[config.mk]
export PLATFORM = sky130hd
export DESIGN_NAME = lfw_wake_seq
export DESIGN_NICKNAME = d
export VERILOG_FILES = /design/src/rtl/lfw_pkg.sv /design/src/rtl/lfw_tick_timer.sv /design/src/rtl/lfw_manch_dec.sv /design/src/rtl/lfw_rx_fifo.sv /design/src/rtl/lfw_wake_seq.sv
export SDC_FILE = /design/constraint.sdc
export NUM_CORES = 1
export LEC_CHECK = 0
export ABC_AREA = 1
export BUFFER_PORTS_ARGS = -buffer_cell sky130_fd_sc_hd__buf_2
export CAP_MARGIN = 20
export CORE_MARGIN = 4
export CORE_UTILIZATION = 55
export DETAILED_ROUTE_END_ITERATION = 6
export HOLD_SLACK_MARGIN = 0.08
export PLACE_DENSITY = 0.86
export SYNTH_ARGS = -nofsm -noshare
export SYNTH_HDL_FRONTEND = slang
export SYNTH_HIERARCHICAL = 1
export SYNTH_SLANG_ARGS = --single-unit
[constraint.sdc]
create_clock -name clk -period 3.2 [get_ports clk]
set_input_delay 0.32 -clock clk [delete_from_list [all_inputs] [get_ports clk]]
set_output_delay 0.32 -clock clk [all_outputs]
set_load 0.005 [all_outputs]
[src/rtl/lfw_pkg.sv]
package lfw_pkg;

    localparam int NCOIL      = 3;
    localparam int SEL_W      = 2;
    localparam int BYTE_W     = 8;
    localparam int FIFO_DEPTH = 8;
    localparam int TICK_W     = 8;

    typedef enum logic [1:0] {
        ST_STBY   = 2'd0,
        ST_LISTEN = 2'd1,
        ST_HDR    = 2'd2,
        ST_PAY    = 2'd3
    } lfw_state_e;

    typedef struct packed {
        logic valid;
        logic data;
        logic viol;
    } lfw_bit_t;

    // standby length in ticks: two per step of the code, minimum two
    function automatic logic [5:0] stby_ticks(input logic [3:0] code);
        return ({2'b00, code} + 6'd1) << 1;
    endfunction

    // pair (first, second) to data bit under the polarity select
    function automatic logic manch_value(input logic first, input logic second,
                                         input logic pol);
        return pol ? second : first;
    endfunction

    function automatic logic [SEL_W-1:0] next_coil(input logic [SEL_W-1:0] sel);
        return (sel == SEL_W'(NCOIL - 1)) ? '0 : sel + 1'b1;
    endfunction

endpackage

[src/rtl/lfw_tick_timer.sv]
module lfw_tick_timer #(
    parameter int W = 8
) (
    input  logic         clk,
    input  logic         rst,
    input  logic         clr_i,
    input  logic         tick_i,
    input  logic [W-1:0] limit_i,
    output logic         expire_o
);

    logic [W-1:0] cnt_q;

    assign expire_o = tick_i && !clr_i && (cnt_q == limit_i);

    always_ff @(posedge clk) begin
        if (rst || clr_i || expire_o) begin
            cnt_q <= '0;
        end else if (tick_i) begin
            cnt_q <= cnt_q + 1'b1;
        end
    end

    // the count cannot run on after clearing is requested
    a_r2_clr_zero: assert property (@(posedge clk) disable iff (rst)
        clr_i |=> (cnt_q == '0));

endmodule

[src/rtl/lfw_manch_dec.sv]
module lfw_manch_dec
    import lfw_pkg::*;
(
    input  logic     clk,
    input  logic     rst,
    input  logic     clr_i,
    input  logic     sym_valid_i,
    input  logic     sym_i,
    input  logic     pol_i,
    output lfw_bit_t bit_o
);

    logic half_q;
    logic first_q;

    always_ff @(posedge clk) begin
        if (rst || clr_i) begin
            half_q  <= 1'b0;
            first_q <= 1'b0;
            bit_o   <= '0;
        end else begin
            bit_o.valid <= 1'b0;
            if (sym_valid_i) begin
                if (!half_q) begin
                    first_q <= sym_i;
                    half_q  <= 1'b1;
                end else begin
                    half_q      <= 1'b0;
                    bit_o.valid <= 1'b1;
                    bit_o.data  <= manch_value(first_q, sym_i, pol_i);
                    bit_o.viol  <= (first_q == sym_i);
                end
            end
        end
    end

    // every decoded bit is the product of a symbol strobe
    a_r5_pair_origin: assert property (@(posedge clk) disable iff (rst)
        bit_o.valid |-> $past(sym_valid_i));

endmodule

[src/rtl/lfw_rx_fifo.sv]
module lfw_rx_fifo #(
    parameter int DEPTH = 8,
    parameter int W     = 8,
    localparam int PTR_W = (DEPTH > 1) ? $clog2(DEPTH) : 1,
    localparam int CNT_W = $clog2(DEPTH + 1)
) (
    input  logic             clk,
    input  logic             rst,
    input  logic             wr_i,
    input  logic [W-1:0]     wdata_i,
    input  logic             rd_i,
    output logic [W-1:0]     rdata_o,
    output logic [CNT_W-1:0] count_o,
    output logic             full_o
);

    logic [W-1:0]     mem_q [DEPTH];
    logic [PTR_W-1:0] wptr_q, rptr_q;
    logic [CNT_W-1:0] cnt_q;
    logic             do_wr, do_rd;

    assign full_o  = (cnt_q == CNT_W'(DEPTH));
    assign do_wr   = wr_i && !full_o;
    assign do_rd   = rd_i && (cnt_q != '0);
    assign rdata_o = mem_q[rptr_q];
    assign count_o = cnt_q;

    function automatic logic [PTR_W-1:0] bump(input logic [PTR_W-1:0] p);
        return (p == PTR_W'(DEPTH - 1)) ? '0 : p + 1'b1;
    endfunction

    always_ff @(posedge clk) begin
        if (rst) begin
            wptr_q <= '0;
            rptr_q <= '0;
            cnt_q  <= '0;
        end else begin
            if (do_wr) begin
                wptr_q <= bump(wptr_q);
            end
            if (do_rd) begin
                rptr_q <= bump(rptr_q);
            end
            cnt_q <= cnt_q + CNT_W'(do_wr) - CNT_W'(do_rd);
        end
    end

    always_ff @(posedge clk) begin
        if (do_wr) begin
            mem_q[wptr_q] <= wdata_i;
        end
    end

    a_r8_no_overflow: assert property (@(posedge clk) disable iff (rst)
        cnt_q <= CNT_W'(DEPTH));

    a_r8_empty_read: assert property (@(posedge clk) disable iff (rst)
        (rd_i && !wr_i && cnt_q == '0) |=> (cnt_q == '0));

    a_r11_full_drop: assert property (@(posedge clk) disable iff (rst)
        (wr_i && !rd_i && full_o) |=> $stable(cnt_q));

endmodule

[src/rtl/lfw_wake_seq.sv]
module lfw_wake_seq
    import lfw_pkg::*;
#(
    parameter int DEPTH = FIFO_DEPTH,
    parameter int TW    = TICK_W,
    localparam int CNT_W = $clog2(DEPTH + 1)
) (
    input  logic             clk,
    input  logic             rst,
    input  logic             tick_i,
    input  logic [2:0]       carrier_i,
    input  logic             sym_valid_i,
    input  logic             sym_i,
    input  logic             cfg_pol_i,
    input  logic             cfg_msb_first_i,
    input  logic [3:0]       cfg_stby_i,
    input  logic [TW-1:0]    cfg_listen_i,
    input  logic [7:0]       cfg_hdr_i,
    input  logic [3:0]       cfg_nbytes_i,
    input  logic             fifo_rd_i,
    input  logic             irq_clr_i,
    output logic [2:0]       coil_en_o,
    output logic             fifo_wr_o,
    output logic [7:0]       fifo_wdata_o,
    output logic [7:0]       fifo_rdata_o,
    output logic [CNT_W-1:0] fifo_count_o,
    output logic [1:0]       status_o,
    output logic             irq_done_o,
    output logic             irq_err_o
);

    lfw_state_e       st_q, st_n;
    logic [SEL_W-1:0] sel_q, sel_n;
    logic [2:0]       bitcnt_q, bitcnt_n;
    logic [3:0]       bytecnt_q, bytecnt_n;
    logic [7:0]       byte_q, byte_n, byte_shift;
    logic             set_done, set_err, wr;
    logic             tmr_clr, tmr_exp;
    logic [TW-1:0]    tmr_limit;
    logic             coil_active, car_act, fifo_full;
    logic [NCOIL-1:0] sel_onehot;
    lfw_bit_t         dbit;

    // ---------------- coil selection ----------------
    assign coil_active = (st_q != ST_STBY);

    for (genvar g = 0; g < NCOIL; g++) begin : g_coil
        assign sel_onehot[g] = (sel_q == SEL_W'(g));
        assign coil_en_o[g]  = coil_active && sel_onehot[g];
    end

    assign car_act = |(carrier_i & sel_onehot);

    // ---------------- slot timer ----------------
    assign tmr_clr   = !(st_q == ST_STBY || st_q == ST_LISTEN);
    assign tmr_limit = (st_q == ST_STBY) ? TW'(stby_ticks(cfg_stby_i) - 6'd1)
                                         : cfg_listen_i;

    lfw_tick_timer #(.W(TW)) u_timer (
        .clk      (clk),
        .rst      (rst),
        .clr_i    (tmr_clr),
        .tick_i   (tick_i),
        .limit_i  (tmr_limit),
        .expire_o (tmr_exp)
    );

    // ---------------- symbol decoder ----------------
    lfw_manch_dec u_dec (
        .clk         (clk),
        .rst         (rst),
        .clr_i       (!(st_q == ST_HDR || st_q == ST_PAY)),
        .sym_valid_i (sym_valid_i),
        .sym_i       (sym_i),
        .pol_i       (cfg_pol_i),
        .bit_o       (dbit)
    );

    // ---------------- receive FIFO ----------------
    lfw_rx_fifo #(.DEPTH(DEPTH), .W(BYTE_W)) u_fifo (
        .clk     (clk),
        .rst     (rst),
        .wr_i    (wr),
        .wdata_i (byte_shift),
        .rd_i    (fifo_rd_i),
        .rdata_o (fifo_rdata_o),
        .count_o (fifo_count_o),
        .full_o  (fifo_full)
    );

    assign fifo_wr_o    = wr;
    assign fifo_wdata_o = byte_shift;

    // ---------------- sequencer ----------------
    assign byte_shift = cfg_msb_first_i ? {byte_q[6:0], dbit.data}
                                        : {dbit.data, byte_q[7:1]};

    always_comb begin
        st_n      = st_q;
        sel_n     = sel_q;
        bitcnt_n  = bitcnt_q;
        bytecnt_n = bytecnt_q;
        byte_n    = byte_q;
        set_done  = 1'b0;
        set_err   = 1'b0;
        wr        = 1'b0;
        unique case (st_q)
            ST_STBY: begin
                if (tmr_exp) begin
                    st_n = ST_LISTEN;
                end
            end
            ST_LISTEN: begin
                if (car_act) begin
                    st_n     = ST_HDR;
                    bitcnt_n = '0;
                end else if (tmr_exp) begin
                    st_n  = ST_STBY;
                    sel_n = next_coil(sel_q);
                end
            end
            ST_HDR: begin
                if (dbit.valid) begin
                    if (dbit.viol || (dbit.data != cfg_hdr_i[3'd7 - bitcnt_q])) begin
                        st_n  = ST_STBY;
                        sel_n = next_coil(sel_q);
                    end else if (bitcnt_q == 3'd7) begin
                        st_n      = ST_PAY;
                        bitcnt_n  = '0;
                        bytecnt_n = '0;
                    end else begin
                        bitcnt_n = bitcnt_q + 1'b1;
                    end
                end
            end
            ST_PAY: begin
                if (dbit.valid) begin
                    if (dbit.viol) begin
                        st_n    = ST_STBY;
                        sel_n   = next_coil(sel_q);
                        set_err = 1'b1;
                    end else begin
                        byte_n   = byte_shift;
                        bitcnt_n = bitcnt_q + 1'b1;
                        if (bitcnt_q == 3'd7) begin
                            if (fifo_full) begin
                                st_n    = ST_STBY;
                                sel_n   = next_coil(sel_q);
                                set_err = 1'b1;
                            end else begin
                                wr = 1'b1;
                                if (bytecnt_q == cfg_nbytes_i) begin
                                    st_n     = ST_STBY;
                                    sel_n    = next_coil(sel_q);
                                    set_done = 1'b1;
                                end else begin
                                    bytecnt_n = bytecnt_q + 1'b1;
                                end
                            end
                        end
                    end
                end
            end
            default: st_n = ST_STBY;
        endcase
    end

    always_ff @(posedge clk) begin
        if (rst) begin
            st_q       <= ST_STBY;
            sel_q      <= '0;
            bitcnt_q   <= '0;
            bytecnt_q  <= '0;
            byte_q     <= '0;
            irq_done_o <= 1'b0;
            irq_err_o  <= 1'b0;
        end else begin
            st_q       <= st_n;
            sel_q      <= sel_n;
            bitcnt_q   <= bitcnt_n;
            bytecnt_q  <= bytecnt_n;
            byte_q     <= byte_n;
            irq_done_o <= set_done || (irq_done_o && !irq_clr_i);
            irq_err_o  <= set_err  || (irq_err_o  && !irq_clr_i);
        end
    end

    assign status_o = st_q;

    // ---------------- assertions ----------------
    a_r2_coils_onehot0: assert property (@(posedge clk) disable iff (rst)
        $onehot0(coil_en_o));

    a_r4_listen_one_coil: assert property (@(posedge clk) disable iff (rst)
        (st_q == ST_LISTEN) |-> ($countones(coil_en_o) == 1));

    a_r3_coil_advance: assert property (@(posedge clk) disable iff (rst)
        (st_q != ST_STBY && st_n == ST_STBY) |=> (sel_q == next_coil($past(sel_q))));

    a_r10_viol_abort: assert property (@(posedge clk) disable iff (rst)
        (st_q == ST_PAY && dbit.valid && dbit.viol) |=> (st_q == ST_STBY && irq_err_o));

    a_r11_overrun_abort: assert property (@(posedge clk) disable iff (rst)
        (st_q == ST_PAY && dbit.valid && !dbit.viol && bitcnt_q == 3'd7 && fifo_full)
        |=> (st_q == ST_STBY && irq_err_o));

    a_r12_done_hold: assert property (@(posedge clk) disable iff (rst)
        (irq_done_o && !irq_clr_i) |=> irq_done_o);

    a_r12_err_hold: assert property (@(posedge clk) disable iff (rst)
        (irq_err_o && !irq_clr_i) |=> irq_err_o);

endmodule

==> results.toml, run 1 <==
[status]
outcome = "complete, no violations"

[yosys]
avgSynthCellArea_um2 = 7.86
ys_warn_count = 6
synthDistinctLibCells = 39
ys_top_cells_by_area = "edfxtp_1, dfxtp_1, nand2_1, inv_1, nand3_1"
ys_ff_latch = 111
synthXorXnorAreaFrac_pct = 2.20
synth_top_area_cell = "edfxtp_1"
synth_mux_area_share_pct = 0.168
synth_top_area_share_pct = 32.2
synth-edff-count = 64
synth-async-reset-ratio_pct = 0
synthCells = 759
yosys.area_share.simple_pct = 30.0
synth_fa_ha_area_share_pct = 3.48
syn_nets = 811
synth_area_um2 = 5960
synth_compound_area_share_pct = 4.05
synth_top_family_by_area = "simple AND/OR/NAND/NOR gates"
synthFlopType = "edfxtp_1"
ys_seq_area_share_pct = 48.0

[setup_path]
crit_buf_inv = 2
reg2reg_depth = 11
worstSetupStartpointType = "flip-flop"
path_max_fanout = 9
required_ns = 3.48
cp_top_family = "simple AND/OR/NAND/NOR gates"
cpPeakStageDelay_ns = 0.59
crit_path_end_kind = "flip-flop"
regToRegStartpoint = "status_o[0]"
path_cells = "nand2_1 > nor2_1 > and3_1 > nand2_2 > ha_1 > inv_1 > ha_1 > inv_1 > fa_1 > xor2_1 > nor2_1"
slowest_stage = "dfxtp_1"
path_class = "flip-flop to flip-flop"
reg2reg_to = "u_fifo/count_o[2]"
crit_arrival_ns = 2.94
regToRegSetupSlack_ns = 0.54

[timing]
period_minus_slack_ns = 2.66
fin_crit_sh_pct = 83.1
layout_setup_ws_ns = 0.539
finClkSkew_ns = 0.0223
slew_viol_final = 0
fin_setup_tns_ns = 0
fmax_ghz = 0.376
hold_ws_ns = 0.232
tightest_slew_ns = 0.961
finalSetupViolations = 0
hold_viol = 0
rsz0062_at_grt = "no"
relSlewSlack_pct = 35.3

[hold_path]
hold_class = "primary input to flip-flop"
holdPathEnd = "u_dec/half_q"
hold_path_depth = 3
hp-start = "sym_valid_i"

[clock_network]
post_cts_resized = 0
cts-buffers-inserted = 9
clkSinkCount = 111
ctsHoldBuffers = 0
worstSkewPairLatency_ns = 0.39
path_clk_slew_ns = 0.11
clockBufferDepth = 2
cts_root_buffer = "clkbuf_8"
cts_tree = "built"
ctsHtreeMaxLevel = 3
post-cts-setup-buffers = 0

[floorplanning]
start_util_pct = 57.0
die_y_um = 112
dieArea_um2 = 12600
std_cell_rows = 37
coreArea_um2 = 10500
die_x_um = 112
io_pins = 64

[place]
port_buffers = 63
finalWeightedCongestion = 0.870
place_inst = 957
place_area_um2 = 6440
preCtsSetupSlack_ns = 0.615
dp_hpwl_um = 9040

[global_route]
grt_use_total_pct = 20.6
grt_overflow = 0
grt_max_degree = 33
grt_pass1_vias = 4691
grt_pass1_wl_um = 21400
antenna_found_initial = 0

[drt]
drtIter0Drc = 339
drt_first_pass_iters = 5
vias = 4934
wire_per_inst_um = 13.1
drcViolationCount = 0
viasPerCell = 5.07
routed_wl_um = 12700
final_antenna_net_count = 0

[job]
maxCapViolations = 0

[pwr]
ir_drop_v = 0.000343
p_leak_nw = 3.25
p_per_area_nw_per_um2 = 597

[finish]
antenna_cells = 0
nNetsFinal = 885
most-common-layout-cells = "nand2_1, inv_1, buf_2, edfxtp_1, nand3_1"
layout-drive-gt1-share_pct = 17.5
stdcell_count = 974
stdcell_area_um2 = 6660
nFillCells = 929
synthToLayoutAreaGrowth_pct = 11.7
mostFrequentLayoutCell = "nand2_1"
==> state kept, by name, summed over array words and instances, names as in the netlist, named ones only <==
name and count:
bitcnt_q 3, byte_q 8, bytecnt_q 4, irq_done_o 1, irq_err_o 1, sel_q 2
status_o 2, u_dec/bit_o 3, u_dec/first_q 1, u_dec/half_q 1, u_fifo/count_o 4, u_fifo/mem_q 64
u_fifo/rptr_q 3, u_fifo/wptr_q 3, u_timer/cnt_q 8
==> routing by layer <==
metal	global-route usage, %	wire length, um	part of all wire [%]	vias to the layer above
li1	-	-	-	2508
met1	25.5	5310	42	2252
met2	36.2	6410	50	150
met3	3.02	736	5.8	24
met4	8.57	280	2.2	0
met5	0	0	0	-
==> synth_stat cells, types with 2 or more instances <==
master,number
inv_2,4
buf_6,5
dfxtp_1,47
buf_4,4
ha_1,15
nand2_1,214
nand3_2,6
xnor2_1,3
nor3_1,13
buf_2,6
nand4_1,11
nand2_4,2
or2_2,4
inv_1,147
nor2_2,8
o21ai_0,21
a21oi_1,18
clkbuf_1,2
xor2_1,12
nand2_2,21
clkinv_1,2
edfxtp_1,64
nand3_1,60
nor2_1,55
==> cell type report <==
| cell class | instances | area, um^2 | share of cell area (%) |
|---|---|---|---|
| Tap cell | 136 | 170 | 2.55 |
| Clock buffer | 9 | 124 | 1.86 |
| Inverter | 154 | 583 | 8.75 |
| Sequential cell | 111 | 2860 | 43.0 |
| Multi-Input combinational cell | 476 | 2380 | 35.7 |
| Clock inverter | 7 | 96.3 | 1.45 |
| Timing Repair Buffer | 81 | 448 | 6.72 |
==> worst reg2reg max path: stages, from the launching register on <==
cell	delay, ns
dfxtp_1	0.59
nand2_1	0.18
nor2_1	0.27
and3_1	0.26
nand2_2	0.14
ha_1	0.32
inv_1	0.05
ha_1	0.15
inv_1	0.05
fa_1	0.37
xor2_1	0.14
nor2_1	0.05
==> how the worst max path moves through the flow <==
stage / start / slack (ns) / cells after the start / endpoint
floorplan: u_fifo/count_o[2] / 0.65 / 15 / u_fifo/count_o[2]
detailed placement: status_o[1] / 0.61 / 15 / status_o[1]
global placement: status_o[1] / 0.71 / 11 / u_fifo/count_o[2]
global route: status_o[1] / 0.25 / 15 / status_o[1]
finish: status_o[0] / 0.54 / 11 / u_fifo/count_o[2]
CTS: status_o[0] / 0.54 / 10 / u_fifo/count_o[1]
==> stage by stage <==
step	util [%]	power, W
floorplan	-	0.00279
global placement	61.5	0.00305
detailed placement	61.5	0.00311
CTS	63.6	0.00399
global route	63.7	0.00428
finish	63.7	0.00398
==> power breakdown <==
group	switching, W	internal, W
combinational	0.000861	0.000514
sequential	0.000137	0.00158
clock	0.000559	0.000327
==> cells by family after synthesis <==
logic type      count (synthesis)
fa+ha+maj                      16
flops                         111
simple gates                  400
mux                             1
compound gates                 44
xor+xnor                       15
buf+inv                       172
(Power assumes the default switching activity.)
==> run 2: changes to the inputs <==
--- a/config.mk
+++ b/config.mk
@@ -9,10 +9,10 @@
 export BUFFER_PORTS_ARGS = -buffer_cell sky130_fd_sc_hd__buf_2
 export CAP_MARGIN = 20
 export CORE_MARGIN = 4
-export CORE_UTILIZATION = 55
+export CORE_UTILIZATION = 53
 export DETAILED_ROUTE_END_ITERATION = 6
 export HOLD_SLACK_MARGIN = 0.08
-export PLACE_DENSITY = 0.86
+export PLACE_DENSITY = 0.87
 export SYNTH_ARGS = -nofsm -noshare
 export SYNTH_HDL_FRONTEND = slang
 export SYNTH_HIERARCHICAL = 1
==> constraint.sdc (replaced) <==
create_clock -name clk -period 2.29 [get_ports clk]
set_input_delay 0.229 -clock clk [delete_from_list [all_inputs] [get_ports clk]]
set_output_delay 0.229 -clock clk [all_outputs]
set_load 0.005 [all_outputs]
==> results.toml, run 2 (same netlist as run 1, synthesis figures left out) <==
[global_route]
grt_pass1_vias = 4683
grt_max_degree = 33
grt_pass1_wl_um = 21400
grt_use_total_pct = 20.6
grt_overflow = 0
antenna_found_initial = 1

[setup_path]
reg2reg_depth = 13
regToRegStartpoint = "u_fifo/count_o[2]"
path_max_fanout = 9
reg2reg_to = "u_fifo/count_o[1]"
worstSetupStartpointType = "flip-flop"
path_class = "flip-flop to flip-flop"
required_ns = 2.53
crit_arrival_ns = 2.44
crit_path_end_kind = "flip-flop"
regToRegSetupSlack_ns = 0.09

[drt]
final_antenna_net_count = 0
wire_per_inst_um = 13.2
drt_first_pass_iters = 5
drtIter0Drc = 363
viasPerCell = 5.06
drcViolationCount = 0
vias = 5022
routed_wl_um = 13100

[finish]
nNetsFinal = 899
layout-drive-gt1-share_pct = 21.0
nFillCells = 913
most-common-layout-cells = "nand2_1, inv_1, edfxtp_1"
largest-register = "u_fifo/mem_q"
mostFrequentLayoutCell = "nand2_1"
synthToLayoutAreaGrowth_pct = 16.6
top_regs = "u_fifo/mem_q (64), byte_q (8), u_timer/cnt_q (8)"
antenna_cells = 0
largest_reg_flops = 64

[timing]
relSlewSlack_pct = 24.8
finClkSkew_ns = 0.00937
hold_viol = 0
period_minus_slack_ns = 2.20
fin_setup_tns_ns = 0
finalSetupViolations = 0
fin_crit_sh_pct = 96.2
tightest_slew_ns = 1.12
slew_viol_final = 0
hold_ws_ns = 0.173
fmax_ghz = 0.454

[place]
port_buffers = 63
dp_hpwl_um = 9140
finalWeightedCongestion = 0.873

[floorplanning]
start_util_pct = 54.5
die_x_um = 114
dieArea_um2 = 13000
die_y_um = 114
coreArea_um2 = 10900
std_cell_rows = 38
io_pins = 64

[hold_path]
holdPathEnd = "irq_done_o"
hold_class = "primary input to flip-flop"
hold_path_depth = 4
hp-start = "irq_clr_i"

[pwr]
p_per_area_nw_per_um2 = 886
p_leak_nw = 3.35
ir_drop_v = 0.000504

[clock_network]
worstSkewPairLatency_ns = 0.35
cts-buffers-inserted = 9
cts_root_buffer = "clkbuf_16"
path_clk_slew_ns = 0.08
ctsHtreeMaxLevel = 3
cts_tree = "built"
ctsHoldBuffers = 0
clkSinkCount = 111
clockBufferDepth = 2

[job]
maxCapViolations = 0

[status]
outcome = "complete, no violations"
-- run 2: cell count changes in the layout (fill, tap and decap cells not counted), moves of 4 or more --
cell       before  now
buf_4          17   27
clkbuf_16       0    9
clkbuf_8        9    0
dfxtp_1        47   43
inv_1         147  143
inv_2           4    8
-- run 2: final cells by class --
type | instances | area (um^2) | area share, %
sequential | 111 | 2870 | 41.3
multi-input combinational | 476 | 2470 | 35.5
inverter | 154 | 587 | 8.44
timing repair buffer | 94 | 552 | 7.93
clock buffer | 9 | 225 | 3.24
tap | 140 | 175 | 2.52
clock inverter | 7 | 67.6 | 0.971
timing repair inverter | 1 | 7.51 | 0.108
-- run 2: worst max-delay path, cell delays in order, from the launching register on --
cell and delay, ns:
dfxtp_2 0.34, inv_2 0.06, ha_4 0.16, nand3_4 0.07, inv_2 0.05, nor2_4 0.11
and3_4 0.22, nand2_8 0.07, ha_4 0.24, inv_2 0.06, ha_4 0.12, inv_2 0.03
fa_2 0.51, nor2_1 0.04
-- run 2: worst max path at each step --
stage | startpoint | endpoint | slack, ns | depth (start not counted)
6_report | u_fifo/count_o[2] | u_fifo/count_o[1] | 0.09 | 13
5_1_grt | bitcnt_q[1] | u_fifo/count_o[1] | -0.01 | 10
4_1_cts | status_o[1] | status_o[1] | 0.02 | 15
3_5_place_dp | cfg_stby_i[0] | status_o[1] | -0.08 | 18
3_3_place_gp | cfg_stby_i[0] | status_o[1] | 0.003 | 18
2_1_floorplan | u_fifo/count_o[2] | u_fifo/count_o[1] | 0.02 | 14
-- run 2: power breakdown --
| group | internal (W) | total [W] | switching, W |
|---|---|---|---|
| registers | 0.00222 | 0.00237 | 0.000154 |
| clock network | 0.000772 | 0.00153 | 0.000759 |
| logic | 0.000890 | 0.00226 | 0.00137 |
| total | 0.00388 | 0.00616 | 0.00229 |
-- run 2: repair_timing --
action,4_1_cts,5_1_grt
gates resized for setup,0,13
endpoints found under the setup margin,0,6
endpoints found under the hold margin,0,0
buffers inserted,0,1
-- run 2: layer usage --
metal  vias to the layer above  wire length (um)  GRT usage, %
li1                       2535                 -             -
met1                      2276              5170          24.6
met2                       176              6780          37.3
met3                        33               854          3.12
met4                         2               320          7.92
met5                         -                12             0
-- run 2: metrics by stage --
stage	total power [W]	instances	worst slack [ns]	cell area [um^2]	util, %
6_report	0.00616	992	0.0866	6960	63.6
5_1_grt	0.00656	992	-0.0110	6960	63.6
4_1_cts	0.00608	987	0.0157	6890	63.0
3_5_place_dp	0.00453	971	-0.0849	6590	60.3
3_3_place_gp	0.00444	971	0.00307	6590	60.3
2_1_floorplan	0.00397	759	0.0178	6040	-
